`src/rtl/radio_bit_pkg.sv`:
```
package radio_bit_pkg;

  typedef enum logic [1:0] {
    RX_IDLE = 2'd0,
    RX_HUNT = 2'd1,
    RX_BITS = 2'd2
  } rx_state_e;

endpackage

```
`src/rtl/rbs_reset_sync.sv`:
```
module rbs_reset_sync (
  input  logic clk,
  input  logic rst_n,
  output logic rst_sn
);

  logic [1:0] sync_q;

  always_ff @(posedge clk or negedge rst_n) begin
    if (!rst_n) sync_q <= 2'b00;
    else        sync_q <= {sync_q[0], 1'b1};
  end

  assign rst_sn = sync_q[1];

endmodule

```
`src/rtl/rbs_cycle_count.sv`:
```
module rbs_cycle_count #(
  parameter int TS_W = 16
) (
  input  logic            clk,
  input  logic            rst_n,
  output logic [TS_W-1:0] count_o
);

  logic [TS_W-1:0] cnt_q;
  logic [TS_W-1:0] cnt_d;

  always_comb cnt_d = cnt_q + TS_W'(1);

  always_ff @(posedge clk or negedge rst_n) begin
    if (!rst_n) cnt_q <= '0;
    else        cnt_q <= cnt_d;
  end

  assign count_o = cnt_q;

endmodule

```
`src/rtl/rbs_tx.sv`:
```
module rbs_tx #(
  parameter int BIT_CYCLES = 80,
  parameter int DATA_W     = 8
) (
  input  logic              clk,
  input  logic              rst_n,
  input  logic [DATA_W-1:0] data_i,
  input  logic              wr_i,
  output logic              ready_o,
  output logic              line_o
);

  localparam int PH_W  = $clog2(BIT_CYCLES);
  localparam int IDX_W = $clog2(DATA_W);

  logic [DATA_W-1:0] hold_q, sh_q, sh_d;
  logic              full_q, full_d, busy_q, busy_d;
  logic [PH_W-1:0]   ph_q, ph_d;
  logic [IDX_W-1:0]  idx_q, idx_d;
  logic              accept, bit_end, last_bit, load;

  always_comb begin
    accept   = wr_i && !full_q;
    bit_end  = busy_q && (ph_q == PH_W'(BIT_CYCLES - 1));
    last_bit = bit_end && (idx_q == IDX_W'(DATA_W - 1));
    load     = full_q && (!busy_q || last_bit);

    full_d = full_q;
    if (accept)    full_d = 1'b1;
    else if (load) full_d = 1'b0;

    sh_d   = sh_q;
    busy_d = busy_q;
    ph_d   = ph_q;
    idx_d  = idx_q;
    if (load) begin
      sh_d   = hold_q;
      busy_d = 1'b1;
      ph_d   = '0;
      idx_d  = '0;
    end else if (last_bit) begin
      busy_d = 1'b0;
      ph_d   = '0;
      idx_d  = '0;
    end else if (bit_end) begin
      sh_d  = {1'b0, sh_q[DATA_W-1:1]};
      ph_d  = '0;
      idx_d = idx_q + IDX_W'(1);
    end else if (busy_q) begin
      ph_d = ph_q + PH_W'(1);
    end
  end

  always_ff @(posedge clk or negedge rst_n) begin
    if (!rst_n) begin
      hold_q <= '0;
      full_q <= 1'b0;
      sh_q   <= '0;
      busy_q <= 1'b0;
      ph_q   <= '0;
      idx_q  <= '0;
    end else begin
      if (accept) hold_q <= data_i;
      full_q <= full_d;
      sh_q   <= sh_d;
      busy_q <= busy_d;
      ph_q   <= ph_d;
      idx_q  <= idx_d;
    end
  end

  assign ready_o = !full_q;
  assign line_o  = busy_q & sh_q[0];

endmodule

```
`src/rtl/rbs_rx.sv`:
```
module rbs_rx
  import radio_bit_pkg::*;
#(
  parameter int BIT_CYCLES = 80,
  parameter int SAMPLE_OFS = 40,
  parameter int DATA_W     = 8,
  parameter int TS_W       = 16
) (
  input  logic              clk,
  input  logic              rst_n,
  input  logic              line_i,
  input  logic              start_i,
  input  logic              rd_i,
  input  logic [TS_W-1:0]   stamp_i,
  output logic [DATA_W-1:0] data_o,
  output logic              strobe_o,
  output logic              full_o,
  output logic              ovr_o,
  output logic [TS_W-1:0]   edge_ts_o
);

  localparam int PH_W  = $clog2(BIT_CYCLES);
  localparam int IDX_W = $clog2(DATA_W);

  rx_state_e         st_q, st_d;
  logic              line_q;
  logic [PH_W-1:0]   ph_q, ph_d;
  logic [IDX_W-1:0]  idx_q, idx_d;
  logic [DATA_W-1:0] sh_q, sh_d, data_q;
  logic              strobe_q, full_q, full_d, ovr_q, ovr_d;
  logic [TS_W-1:0]   ts_q;
  logic              edge_seen, align, sample, done;

  always_comb begin
    edge_seen = line_i ^ line_q;
    align     = (st_q == RX_HUNT) && edge_seen && !start_i;
    sample    = (st_q == RX_BITS) && !start_i && (ph_q == PH_W'(SAMPLE_OFS - 1));
    done      = sample && (idx_q == IDX_W'(DATA_W - 1));

    st_d  = st_q;
    ph_d  = ph_q;
    idx_d = idx_q;
    sh_d  = sh_q;
    if (start_i) begin
      st_d = RX_HUNT;
    end else if (align) begin
      st_d  = RX_BITS;
      ph_d  = '0;
      idx_d = '0;
    end else if (st_q == RX_BITS) begin
      ph_d = (ph_q == PH_W'(BIT_CYCLES - 1)) ? '0 : ph_q + PH_W'(1);
      if (sample) begin
        sh_d  = {line_i, sh_q[DATA_W-1:1]};
        idx_d = done ? '0 : idx_q + IDX_W'(1);
      end
    end

    full_d = full_q;
    ovr_d  = ovr_q;
    if (done) begin
      full_d = 1'b1;
      ovr_d  = !rd_i && (full_q || ovr_q);
    end else if (rd_i) begin
      full_d = 1'b0;
      ovr_d  = 1'b0;
    end
  end

  always_ff @(posedge clk or negedge rst_n) begin
    if (!rst_n) begin
      st_q     <= RX_IDLE;
      line_q   <= 1'b0;
      ph_q     <= '0;
      idx_q    <= '0;
      sh_q     <= '0;
      data_q   <= '0;
      strobe_q <= 1'b0;
      full_q   <= 1'b0;
      ovr_q    <= 1'b0;
      ts_q     <= '0;
    end else begin
      st_q     <= st_d;
      line_q   <= line_i;
      ph_q     <= ph_d;
      idx_q    <= idx_d;
      sh_q     <= sh_d;
      strobe_q <= done;
      full_q   <= full_d;
      ovr_q    <= ovr_d;
      if (done)  data_q <= sh_d;
      if (align) ts_q   <= stamp_i;
    end
  end

  assign data_o    = data_q;
  assign strobe_o  = strobe_q;
  assign full_o    = full_q;
  assign ovr_o     = ovr_q;
  assign edge_ts_o = ts_q;

endmodule

```
`src/rtl/radio_bit_engine.sv`:
```
module radio_bit_engine #(
  parameter int BIT_CYCLES = 80,
  parameter int SAMPLE_OFS = 40,
  parameter int DATA_W     = 8,
  parameter int TS_W       = 16
) (
  input  logic              clk,
  input  logic              rst_n,
  input  logic [DATA_W-1:0] tx_data,
  input  logic              tx_wr,
  output logic              tx_ready,
  output logic              tx_line,
  input  logic              rx_line,
  input  logic              rx_start,
  output logic [DATA_W-1:0] rx_data,
  output logic              rx_strobe,
  output logic              rx_full,
  input  logic              rx_rd,
  output logic              rx_overrun,
  output logic [TS_W-1:0]   edge_stamp
);

  logic            rst_sn;
  logic [TS_W-1:0] cycle_now;

  rbs_reset_sync u_rst (
    .clk    (clk),
    .rst_n  (rst_n),
    .rst_sn (rst_sn)
  );

  rbs_cycle_count #(.TS_W(TS_W)) u_cnt (
    .clk     (clk),
    .rst_n   (rst_sn),
    .count_o (cycle_now)
  );

  rbs_tx #(.BIT_CYCLES(BIT_CYCLES), .DATA_W(DATA_W)) u_tx (
    .clk     (clk),
    .rst_n   (rst_sn),
    .data_i  (tx_data),
    .wr_i    (tx_wr),
    .ready_o (tx_ready),
    .line_o  (tx_line)
  );

  rbs_rx #(
    .BIT_CYCLES (BIT_CYCLES),
    .SAMPLE_OFS (SAMPLE_OFS),
    .DATA_W     (DATA_W),
    .TS_W       (TS_W)
  ) u_rx (
    .clk       (clk),
    .rst_n     (rst_sn),
    .line_i    (rx_line),
    .start_i   (rx_start),
    .rd_i      (rx_rd),
    .stamp_i   (cycle_now),
    .data_o    (rx_data),
    .strobe_o  (rx_strobe),
    .full_o    (rx_full),
    .ovr_o     (rx_overrun),
    .edge_ts_o (edge_stamp)
  );

endmodule

```
`config.mk`:
```
export PLATFORM = sky130hd
export DESIGN_NAME = radio_bit_engine
export DESIGN_NICKNAME = d
export VERILOG_FILES = /design/src/rtl/radio_bit_pkg.sv /design/src/rtl/rbs_reset_sync.sv /design/src/rtl/rbs_cycle_count.sv /design/src/rtl/rbs_tx.sv /design/src/rtl/rbs_rx.sv /design/src/rtl/radio_bit_engine.sv
export SDC_FILE = /design/constraint.sdc
export NUM_CORES = 1
export LEC_CHECK = 0
export BUFFER_PORTS_ARGS = -buffer_cell sky130_fd_sc_hd__clkbuf_2
export CORE_MARGIN = 2
export CORE_UTILIZATION = 55
export CTS_CLUSTER_SIZE = 28
export DETAILED_ROUTE_END_ITERATION = 10
export PLACE_DENSITY = 0.81
export SYNTH_ARGS = -nofsm -noshare
export SYNTH_HDL_FRONTEND = slang
export SYNTH_HIERARCHICAL = 1
export SYNTH_SLANG_ARGS = --single-unit
```
`constraint.sdc`:
```
create_clock -name clk -period 3.37 [get_ports clk]
set_clock_uncertainty 0.2 [all_clocks]
set_input_delay 0.337 -clock clk [delete_from_list [all_inputs] [get_ports clk]]
set_output_delay 0.337 -clock clk [all_outputs]
set_load 0.1 [all_outputs]
```
==> run summary, run 1 <==
The relative contribution of sequential cells to total power is 50.1%. The worst hold path belongs to the class input pin to flop. The endpoint identified for the worst register-to-register timing path is u_rx/data_o[1]. The count of nets left with antenna violations once routing finished came out at 0.

The via count of the first global-routing pass came out at 2866. The proportion of synthesized flip-flops having asynchronous set or reset is 100%. The first detailed-routing pass ran for 4 iterations.

sky130_fd_sc_hd__dfrtp_1 is the most common cell in the netlist. The combined buffer and inverter count along the critical path came out at 2. The combinational share of power came out at 24.5%.

The total length of routed wires is 7.59 mm. The area growth from synthesis to layout came out at 13.5%. Post-CTS timing repair inserted 0 buffers for setup.

The overall via count from detail_route came out at 2975. The area of the mapped netlist came out at 4070 sq um. The timing endpoint of the critical path is u_rx/data_o[1]. In this run the power spent charging and discharging nets is 1.00 mW. After layout, the worst path uses 80.9% of the clock period.

The maximum fanout along the worst path came out at 11. The total die area came out at 8100 sq um. The vertical extent of the die came out at 90.0 um. The largest total area in the synthesized netlist belongs to sky130_fd_sc_hd__dfrtp_1. Grouping stages by cell kind, the critical path spends the most delay in simple AND/OR/NAND/NOR gates.

The clock tree buffer depth came out at 2. The share of the core filled with cells in the final layout came out at 64.0%. The placeable core region is 7210 sq um. The critical path required time is 3.41 ns. For this run, the leading register cell type out of synthesis is sky130_fd_sc_hd__dfrtp_1. The count of boundary I/O pins came out at 43. The fraction of final layout cells with drive strength greater than 1 came out at 19.6%.

The leftover overflow at the end of global routing came out at 0. The number of antenna violations at the first check in global routing came out at 0. The final-stage net count is 459. The congestion estimate from routability-driven global placement came to 0.780.

Prior to clock tree synthesis, the placed netlist has a worst setup slack of 0.851 ns. The largest stage delay on the critical path came out at 0.59 ns. The power consumption came out at 2.91 mW. The commonest cells after synthesis are sky130_fd_sc_hd__dfrtp_1 (93), sky130_fd_sc_hd__nand2_1 (89), sky130_fd_sc_hd__nor2_1 (23). The slew at the pin with the worst max-slew slack came out at 0.856 ns.

By area the synthesized netlist is led by sky130_fd_sc_hd__dfrtp_1 (57%), sky130_fd_sc_hd__nand2_1 (8.2%), sky130_fd_sc_hd__mux2_2 (4.4%). The floorplan die width is 90.0 um. The first-pass GRT wire length is 12.9 mm. The internal power is 1.91 mW. The number of different library cells in the post-synthesis netlist came out at 51. The standard cell area after detailed placement is 4350 sq um.

The setup check on the worst reg-to-reg path leaves a slack of 0.89 ns. The post-route minimum period came out at 2.73 ns. The synthesized instance count is 392. The part of the total power dissipated in the clock network is 25.3%. The depth of the CTS H-tree is 3.

The sort of element at the start of the critical path is an input pin. The number of buffers added to fix hold violations after cts came out at 7. After detailed routing, the number of remaining DRC violations is 0. The depth of the critical timing path with buffers and inverters included came out at 6. Across the run, the number of max-cap violations was 0. The maximum ir drop on the vdd rail came out at 0.519 mV. The pin count of the biggest net entering global routing came out at 70. The worst setup path category is input pin to flop. The clock network latency to the later pin of the worst-skew pair came out at 0.35 ns. Dividing the detail-routed wire length by the instance count gives 14.0 um. The total negative setup slack came out at 0 ns.

Of the total power, the share spent switching nets is 34.4%. The total setup violations reported at the end of the flow is 0. The count of pins over their slew limit is 0. The launching instance or port of the critical path is rx_start. The antenna diode count came out at 0. Counting the fill cells in the layout gives 585. Setup repair after global routing left no endpoint under its margin. Synthesis inferred 93 register bits. The finished layout holds 542 standard cells, fillers aside. The finished layout cell area is 4620 sq um. For this configuration, the core starts out at a cell density of 56.4%.

The cell sitting at the root of the clock tree is a sky130_fd_sc_hd__clkbuf_8. The maximum achievable frequency came out at 367 MHz. The slowest stage of the critical path is the sky130_fd_sc_hd__nor4_4 cell. The final count of hold timing violations is 0. The worst path meets setup with 0.644 ns of slack. The clock-pin slew reported for the worst setup and hold paths after clock tree synthesis is 0.09 ns. The number of input and output port buffers inserted came out at 42. The analysis attributes to cell leakage a power of 2.25 nW. TritonCTS built the clock tree. The top cell type by area accounts for 57.2% of the synthesized area.

The net count after synthesis came out at 413. Clock tree synthesis found a total of 93 sinks. The number of flops mapped to enable cells by yosys is 0.

In this run, the number of DRC markers left after iteration 0 of detailed routing was 155. The total placed cells including tap cells came out at 519. The signal on the critical path passes through dlygate4sd3_1 -> clkbuf_2 -> or3b_1 -> nor4_4 -> nand2_2 -> mux2_2. The worst-case reg-to-reg path depth came out at 4. The data arrival time at the worst-slack endpoint is 2.76 ns. Post-CTS repair changed the size of 0 cells. The worst setup path is captured at a flop. The smallest hold slack is 0.0172 ns. The global-route usage over all layers is 19.7%. The vias per cell is 5.49. The number of rows created at floorplan is 31. The sequential-to-total area share from yosys stat is 57.2%. Detailed placement finished with a half-perimeter wire length of 5.14 mm. The number of buffers created by CTS is 9. The post-synthesis average cell area is 10.4 sq um.

The warning count from the yosys run came out at 6. The normalized max-slew margin came out at 43.0%. For this design the ratio of total power to cell area is 631 nW/um^2. The flow ran to the end, and the final reports show no timing, DRC or antenna violations. The worst reg2reg path startpoint is u_rx/st_q[0].
-- routing by layer --
| metal | vias to the layer above | part of all wire (%) | global-route usage [%] |
|---|---|---|---|
| met5 | - | 0 | 0 |
| met4 | 0 | 1.6 | 7.95 |
| met3 | 10 | 3.9 | 4.36 |
| met2 | 59 | 51 | 33.3 |
| met1 | 1482 | 43 | 24.9 |
| li1 | 1424 | - | - |
-- area by class of cell --
| class | count | area [sq um] | share of cell area, % |
|---|---|---|---|
| Sequential cell | 93 | 2330 | 50.5 |
| Multi-Input combinational cell | 274 | 1630 | 35.3 |
| Timing Repair Buffer | 51 | 295 | 6.40 |
| Clock buffer | 11 | 141 | 3.06 |
| Tap cell | 99 | 124 | 2.68 |
| Clock inverter | 5 | 60.1 | 1.30 |
| Inverter | 9 | 33.8 | 0.732 |
-- registers in the layout, summed over array words and instances (netlist names), 3 cells and up --
name / flops
u_cnt/count_o: 16
u_tx/hold_q: 8
u_rx/sh_q: 7
u_tx/ph_q: 7
u_rx/data_o: 8
u_rx/idx_q: 3
u_tx/idx_q: 3
u_rx/ph_q: 7
u_tx/sh_q: 8
u_rx/edge_ts_o: 16
-- cells in the final DEF, fill, tap and decap left out, types with 3 or more instances in the layout --
| master | count |
|---|---|
| sky130_fd_sc_hd__a21oi_1 | 17 |
| sky130_fd_sc_hd__a31oi_1 | 4 |
| sky130_fd_sc_hd__clkbuf_2 | 42 |
| sky130_fd_sc_hd__clkbuf_8 | 10 |
| sky130_fd_sc_hd__dfrtp_1 | 92 |
| sky130_fd_sc_hd__dlygate4sd3_1 | 7 |
| sky130_fd_sc_hd__ha_1 | 7 |
| sky130_fd_sc_hd__inv_1 | 8 |
| sky130_fd_sc_hd__mux2_2 | 16 |
| sky130_fd_sc_hd__nand2_1 | 89 |
| sky130_fd_sc_hd__nand2b_1 | 4 |
| sky130_fd_sc_hd__nand3_1 | 14 |
| sky130_fd_sc_hd__nand3b_1 | 4 |
| sky130_fd_sc_hd__nand4_1 | 3 |
| sky130_fd_sc_hd__nor2_1 | 23 |
| sky130_fd_sc_hd__nor3_1 | 22 |
| sky130_fd_sc_hd__nor4_2 | 4 |
| sky130_fd_sc_hd__o21ai_0 | 8 |
| sky130_fd_sc_hd__o22ai_1 | 3 |
| sky130_fd_sc_hd__o31ai_1 | 3 |
| sky130_fd_sc_hd__xnor2_1 | 5 |
| sky130_fd_sc_hd__xor2_1 | 12 |
-- worst min path at each step --
stage	startpoint	endpoint	slack, ns	depth (start not counted)
finish	tx_data[3]	u_tx/hold_q[3]	0.02	2
global route	tx_data[1]	u_tx/hold_q[1]	0.003	2
CTS	tx_data[3]	u_tx/hold_q[3]	0.001	2
detailed placement	rst_n	u_rst/sync_q[0]	-0.07	1
global placement	rst_n	u_rst/sync_q[0]	-0.08	1
floorplan	rst_n	u_rst/sync_q[0]	-0.16	0
-- power groups by stage --
stage	Combinational [mW]	Clock [mW]	Sequential, mW
global route	0.779	0.810	1.49
global placement	0.680	0	1.47
detailed placement	0.710	0	1.48
floorplan	0.448	0	1.60
CTS	0.719	0.763	1.46
finish	0.714	0.738	1.46
-- logic make-up (layout without fill, tap and decap cells) --
family,after synthesis,in the layout,synth area share (%)
compound gates,47,47,7.29
xor+xnor,17,17,3.66
fa+ha+maj,7,7,2.15
buf+inv,25,76,2.65
flops,93,93,57.2
mux,17,17,4.68
other cells,1,1,0.0922
simple gates,185,185,22.2
(Power assumes the default switching activity.)
==> run 2, diff against run 1 <==
clock period = 2.7 ns   (was 3.37 ns; I/O delays follow)
==> run summary, run 2 (synthesized netlist as in run 1, its figures left out) <==
The flow ran to the end, and the final reports show no timing, DRC or antenna violations. The clock tree buffer depth came out at 2. The path class of the tightest hold or removal check is input pin to async pin. The maximum ir drop on the vdd rail is 0.587 mV.

The leftover overflow at the end of global routing is 0. The global-route usage over all layers is 20.8%. STA puts the critical path data required time at 2.73 ns.

The vertical extent of the die is 90.0 um. The leakage power summed over all cells came out at 2.28 nW. The placeable core region came out at 7210 sq um. The setup slack of the worst register-to-register path came out at 0.40 ns. The number of input and output port buffers inserted is 42. Using the TritonRoute via totals, the vias-per-cell ratio works out to 5.41. The DRC violation count after routing came out at 0. The antenna diode count is 0. The endpoint identified for the worst register-to-register timing path is u_rx/idx_q[0]. The total die area came out at 8100 sq um. The maximum fanout along the worst path came out at 11. The least setup slack across all paths after layout came out at 0.217 ns.

The final count of hold timing violations came out at 0. The overall via count from detail_route came out at 2977. The ratio of final minimum period to clock period came out at 92.0%. The worst setup path is launched from an input pin. The number of antenna violations at the first check in global routing was 0. The normalized max-slew margin is 50.4%.

CTS placed an instance of sky130_fd_sc_hd__clkbuf_8 at the clock tree root. Timing analysis after detailed placement gives a worst setup slack of 0.405 ns. The first-pass GRT wire length came out at 13.6 mm. The count of boundary I/O pins is 43. The count of pins over their slew limit came out at 0.

The pin count of the biggest net entering global routing came out at 60. STA classifies the critical path endpoint as a flop. The quantity of gates resized following cts came out at 0.

The total setup violations reported at the end of the flow is 0. The total length of routed wires came out at 7.81 mm. The worst-case reg-to-reg path depth is 4.

Setup repair after global routing left no endpoint under its margin. The clock network latency to the later pin of the worst-skew pair came out at 0.35 ns. In this run the remaining antenna-violating nets after routing total 0. The fraction of final layout cells with drive strength greater than 1 came out at 20.2%. The slew at the pin with the worst max-slew slack came out at 0.743 ns.

Dividing the detail-routed wire length by the instance count gives 14.2 um. The critical path in this run is classified as input pin to flop. The depth of the CTS H-tree came out at 3. The via count of the first global-routing pass came to 2908. The clock-pin slew reported for the worst setup and hold paths after clock tree synthesis came out at 0.08 ns. Buffers inserted during clock tree synthesis total 9. The routability-driven placement congestion ratio came out at 0.805.

Data arrives at the worst endpoint at 2.51 ns. The detailed-routing iteration count for the pre-antenna-repair pass is 5. The initialized floorplan defines 31 standard-cell rows. The number of design-rule violations left by the first detailed-router iteration is 175. The most common cell after layout, fill and taps aside is sky130_fd_sc_hd__dfrtp_1. The effective utilization at floorplan is 56.4%.

The HPWL after detailed placement is 5.18 mm. The total negative setup slack came out at 0 ns. The worst register-to-register path begins at u_rx/st_q[0]. TritonCTS built the clock tree.

Leaving out fill and tap cells, the most frequent cells in the layout are sky130_fd_sc_hd__dfrtp_1 (92), sky130_fd_sc_hd__nand2_1 (89), sky130_fd_sc_hd__clkbuf_2 (42). The max capacitance violation total is 0. The maximum achievable frequency came out at 403 MHz. Compared with the post-synthesis result, the final layout area differs by 15.6%. After layout, the minimum clock period comes to 2.48 ns. The power density over the cells is 781 nW/um^2. The total number of clock tree sinks came out at 93. The floorplan die width is 90.0 um. The final-stage net count came out at 467.
## run 2: cell types whose count changed in the layout (fill, tap and decap cells not counted)
cell                            previous run  this run
sky130_fd_sc_hd__dlygate4sd3_1             7        12
sky130_fd_sc_hd__buf_4                     2         4
sky130_fd_sc_hd__clkinv_4                  2         0
sky130_fd_sc_hd__clkinvlp_4                1         3
sky130_fd_sc_hd__buf_12                    0         1
sky130_fd_sc_hd__clkbuf_1                  1         0
sky130_fd_sc_hd__clkinv_2                  1         2
## run 2: worst max-delay path by stage
stage	to	from	depth (start not counted)	slack [ns]
2_1_floorplan	tx_line	u_tx/busy_q	3	0.55
6_report	u_rx/idx_q[0]	rx_start	6	0.22
3_3_place_gp	u_rx/idx_q[0]	rx_start	5	0.47
3_5_place_dp	u_rx/idx_q[0]	rx_start	4	0.40
4_1_cts	u_rx/idx_q[0]	rx_start	6	0.25
5_1_grt	u_rx/idx_q[0]	rx_start	5	0.13
## run 2: area by class of cell
class	count	area [sq um]
Sequential cell	93	2330
Timing Repair Buffer	59	380
Clock buffer	10	138
Fill cell	586	2510
Multi-Input combinational cell	274	1630
Tap cell	99	124
Inverter	9	33.8
Clock inverter	6	62.6
## run 2: worst max-delay path, stage by stage
cell                            delay (ns)
sky130_fd_sc_hd__dlygate4sd3_1        0.53
sky130_fd_sc_hd__clkbuf_2             0.14
sky130_fd_sc_hd__or3b_1               0.55
sky130_fd_sc_hd__or4_1                0.78
sky130_fd_sc_hd__nand3_1              0.17
sky130_fd_sc_hd__o31ai_1              0.08
## run 2: timing repair
item / in CTS / in global routing
hold endpoints to repair: 15 / 0
hold buffers: 12 / 0
buffers inserted: 0 / 0
## run 2: metal layers
layer,up-vias,wire [um],share of wire (%),track usage (%)
li1,1442,-,-,-
met1,1456,3490,45,27.3
met2,66,3900,50,34.5
met3,13,287,3.7,4.11
met4,0,134,1.7,7.82
met5,-,0,0,0
## run 2: metrics by stage
step | area [sq um] | power, mW | std cells | hold WS [ns] | util, %
detailed placement | 4380 | 2.75 | 522 | -0.137 | 60.7
finish | 4700 | 3.67 | 550 | 0.0366 | 65.2
CTS | 4700 | 3.68 | 550 | 0.0214 | 65.2
global placement | 4380 | 2.69 | 522 | -0.144 | 60.7
floorplan | 4070 | 2.55 | 392 | -0.226 | -
global route | 4700 | 3.87 | 550 | 0.0452 | 65.2
## run 2: power by group
group / switching [mW] / internal [mW]
registers: 0.197 / 1.63
logic: 0.610 / 0.317
clock network: 0.474 / 0.450
total: 1.28 / 2.39
==> run 3, diff against run 2 <==
ABC_AREA = 1   (was default)
CORE_ASPECT_RATIO = 1.25   (was default)
==> run summary, run 3 <==
In the final layout, the share of cells above drive strength 1 is 15.9%. The floorplan die width came out at 83.6 um. For this run, the share of the core covered by cells in the final layout is 64.6%.

The launching instance or port of the critical path is u_tx/full_q. The worst setup path is of the flop to output port kind. In this run, synthesis inferred 0 flip-flops with an integrated enable. The number of buffers created by CTS is 9. The mapped netlist covers 4360 sq um. The relative contribution of sequential cells to total power is 51.5%. The post-synthesis average cell area is 8.56 sq um. The placeable core region came out at 7750 sq um.

The routability-driven placement congestion ratio came out at 0.851. The number of antenna violations at the first check in global routing was 0. The tree is rooted in a sky130_fd_sc_hd__clkbuf_8.

The antenna violation net count after detailed routing came out at 0. The commonest cells after synthesis are sky130_fd_sc_hd__nand2_1 (181), sky130_fd_sc_hd__dfrtp_1 (94), sky130_fd_sc_hd__inv_1 (59). The startpoint identified for the worst register-to-register timing path is u_tx/full_q. The layout has 618 filler cells.

The number of input and output port buffers inserted came out at 42. The setup slack of the worst register-to-register path came out at 0.83 ns. Summing all multi-input logic gate instances after layout gives 1720 sq um.

The final count of hold timing violations came to 7. The reported net switching power came out at 0.848 mW. The number of gates resized after CTS was 0.

The ratio of final minimum period to clock period came out at 75.0%. The maximum fanout along the worst path is 11. The vertical extent of the die is 104 um.

The flow ran to the end, but the final reports show violations. The worst-case reg-to-reg path depth came out at 7. The clock-pin slew reported for the worst setup and hold paths after clock tree synthesis is 0.09 ns. In the layout the commonest cells are sky130_fd_sc_hd__nand2_1 (181), sky130_fd_sc_hd__dfrtp_1 (93), sky130_fd_sc_hd__inv_1 (59). The DRC violation count after routing is 0. The routed length on met2 is 4.17 mm. The vias per cell came out at 5.11.

The count of pins over their slew limit was 0. In the post-synthesis netlist, the cell with the most instances is sky130_fd_sc_hd__nand2_1. Sorting the synthesized cells by area gives the leading types as sky130_fd_sc_hd__dfrtp_1 (54%), sky130_fd_sc_hd__nand2_1 (16%), sky130_fd_sc_hd__inv_1 (5.1%). The total die area is 8660 sq um. Entering global routing, the biggest net connects 77 pins. The total setup violations reported at the end of the flow is 0. The post-route minimum period came out at 2.02 ns. The post-CTS setup buffer count came out at 0. The final-stage net count is 589. The count of state elements after synthesis is 94. The H-tree was split into 3 levels.

On the final layout, the worst hold slack is -0.00457 ns. The leakage power summed over all cells came out at 2.73 nW. The power density over the cells is 584 nW/um^2.

Internal power comes to 2.07 mW. The worst setup path is launched from a flop. In the final routed layout, each cell accounts on average for 12.2 um. The warning count from the yosys run came out at 6. The wire length on met3 came out at 300 um. The number of different library cells in the post-synthesis netlist came out at 35. Combinational logic burns 14.8% of the power. The highest layer touched by signal routing is met4. Summing over every cut layer, the via total after detailed routing is 3416. The slew at the pin with the worst max-slew slack came out at 0.546 ns.

The number of buffers added to fix hold violations after cts came out at 12. The critical path ends at tx_ready. The via count of the first global-routing pass is 3317. TritonCTS built the clock tree. The area growth from synthesis to layout is 14.8%. The sequential-to-total area share from yosys stat came out at 54.0%. The proportion of synthesized flip-flops having asynchronous set or reset is 100%. The synthesized design spends more area on one cell type than any other, namely sky130_fd_sc_hd__dfrtp_1. For the final routed database, the setup TNS stands at 0 ns. Pin placement for this block handled 43 I/O pins. The checks that failed: negative hold slack. The clock tree buffer depth came out at 2. The normalized max-slew margin is 63.8%. The library cell used most frequently in the layout, excluding fill and tap cells, is sky130_fd_sc_hd__nand2_1. The data arrival time at the worst-slack endpoint came out at 1.55 ns. The primary flip-flop cell chosen by synthesis mapping is sky130_fd_sc_hd__dfrtp_1. The effective utilization at floorplan is 56.3%. The first-pass GRT wire length came out at 14.2 mm. The leftover overflow at the end of global routing is 0. The total number of clock tree sinks came out at 94. The synthesized instance count is 509.

The met1 layer wirelength in the final routing is 3.52 mm. The part of the total power dissipated in the clock network came out at 33.7%. The number of rows created at floorplan came out at 36. The worst min-delay path category is flop to async pin.

The final layout contains routed wiring with a total length of 8.13 mm. The HPWL after detailed placement came out at 5.64 mm. Based on the critical path, the design can be clocked at up to 494 MHz.

The max capacitance violation total is 0. The antenna diode count came out at 0. The clock network latency to the later pin of the worst-skew pair came out at 0.35 ns. The detailed-routing iteration count for the pre-antenna-repair pass is 4.

The net count after synthesis is 530. Setup repair after global routing left no endpoint under its margin. The endpoint identified for the worst register-to-register timing path is u_tx/sh_q[5]. The critical path required time is 2.23 ns.

Registers take 2360 sq um. The type of element capturing the critical path is an output port. The maximum ir drop on the vdd rail is 0.403 mV. In this run the biggest area consumer among cell types represents 54.0% of the synthesized area. Net switching is 29.0% of the power. The number of design-rule violations left by the first detailed-router iteration is 135. For this run, the total global-route usage over all layers was measured as 20.0%.
## run 3: logic make-up after synthesis
family	count (synthesis)	synth area share [%]
compound gates	30	3.99
xor+xnor	11	2.21
fa+ha+maj	7	2.01
buf+inv	70	6.60
flops	94	54.0
other cells	1	0.0861
simple gates	296	31.1
## run 3: metal layers
layer,global-route usage (%),vias to the layer above
li1,-,1699
met1,24.1,1641
met2,34.6,65
met3,4.78,11
met4,7.14,0
met5,0,-
## run 3: how the worst min path moves through the flow
stage,from,endpoint,slack [ns],cells past startpoint
floorplan,rst_n,u_rst/sync_q[0],-0.23,0
global placement,rst_n,u_rst/sync_q[0],-0.14,1
detailed placement,rst_n,u_rst/sync_q[1],-0.14,1
CTS,rst_n,u_rst/sync_q[1],0.003,2
global route,rst_n,u_rst/sync_q[1],0.001,2
finish,u_rst/sync_q[1],u_tx/hold_q[5],-0.005,0
## run 3: through the flow
stage                     instances  power, mW  instance area, sq um  setup slack, ns
after floorplan                 509       1.87                  4360            0.676
after global placement          640       1.95                  4660            0.931
after detailed placement        640       1.95                  4660            0.858
after CTS                       668       2.96                  5000            0.649
after global routing            668       3.05                  5000            0.562
final                           668       2.92                  5000            0.676
## run 3: layout make-up
cell class              instances  area share, %
clock inverters                 2          0.750
multi-input cells             345           34.3
inverters                      62           4.65
clock buffers                  14           3.65
well taps                      95           2.38
repair buffers                 56           7.15
flip-flops and latches         94           47.1
## run 3: worst max-delay path: stages (launching register included)
cell and delay, ns:
sky130_fd_sc_hd__dfrtp_1 0.52, sky130_fd_sc_hd__inv_1 0.19, sky130_fd_sc_hd__clkbuf_2 0.48
## run 3: power groups by stage
| stage | clock network, mW | registers (mW) | logic [mW] |
|---|---|---|---|
| floorplan | 0 | 1.76 | 0.105 |
| global placement | 0 | 1.53 | 0.416 |
| detailed placement | 0 | 1.53 | 0.421 |
| CTS | 1.02 | 1.50 | 0.435 |
| global route | 1.08 | 1.51 | 0.461 |
| finish | 0.984 | 1.50 | 0.432 |
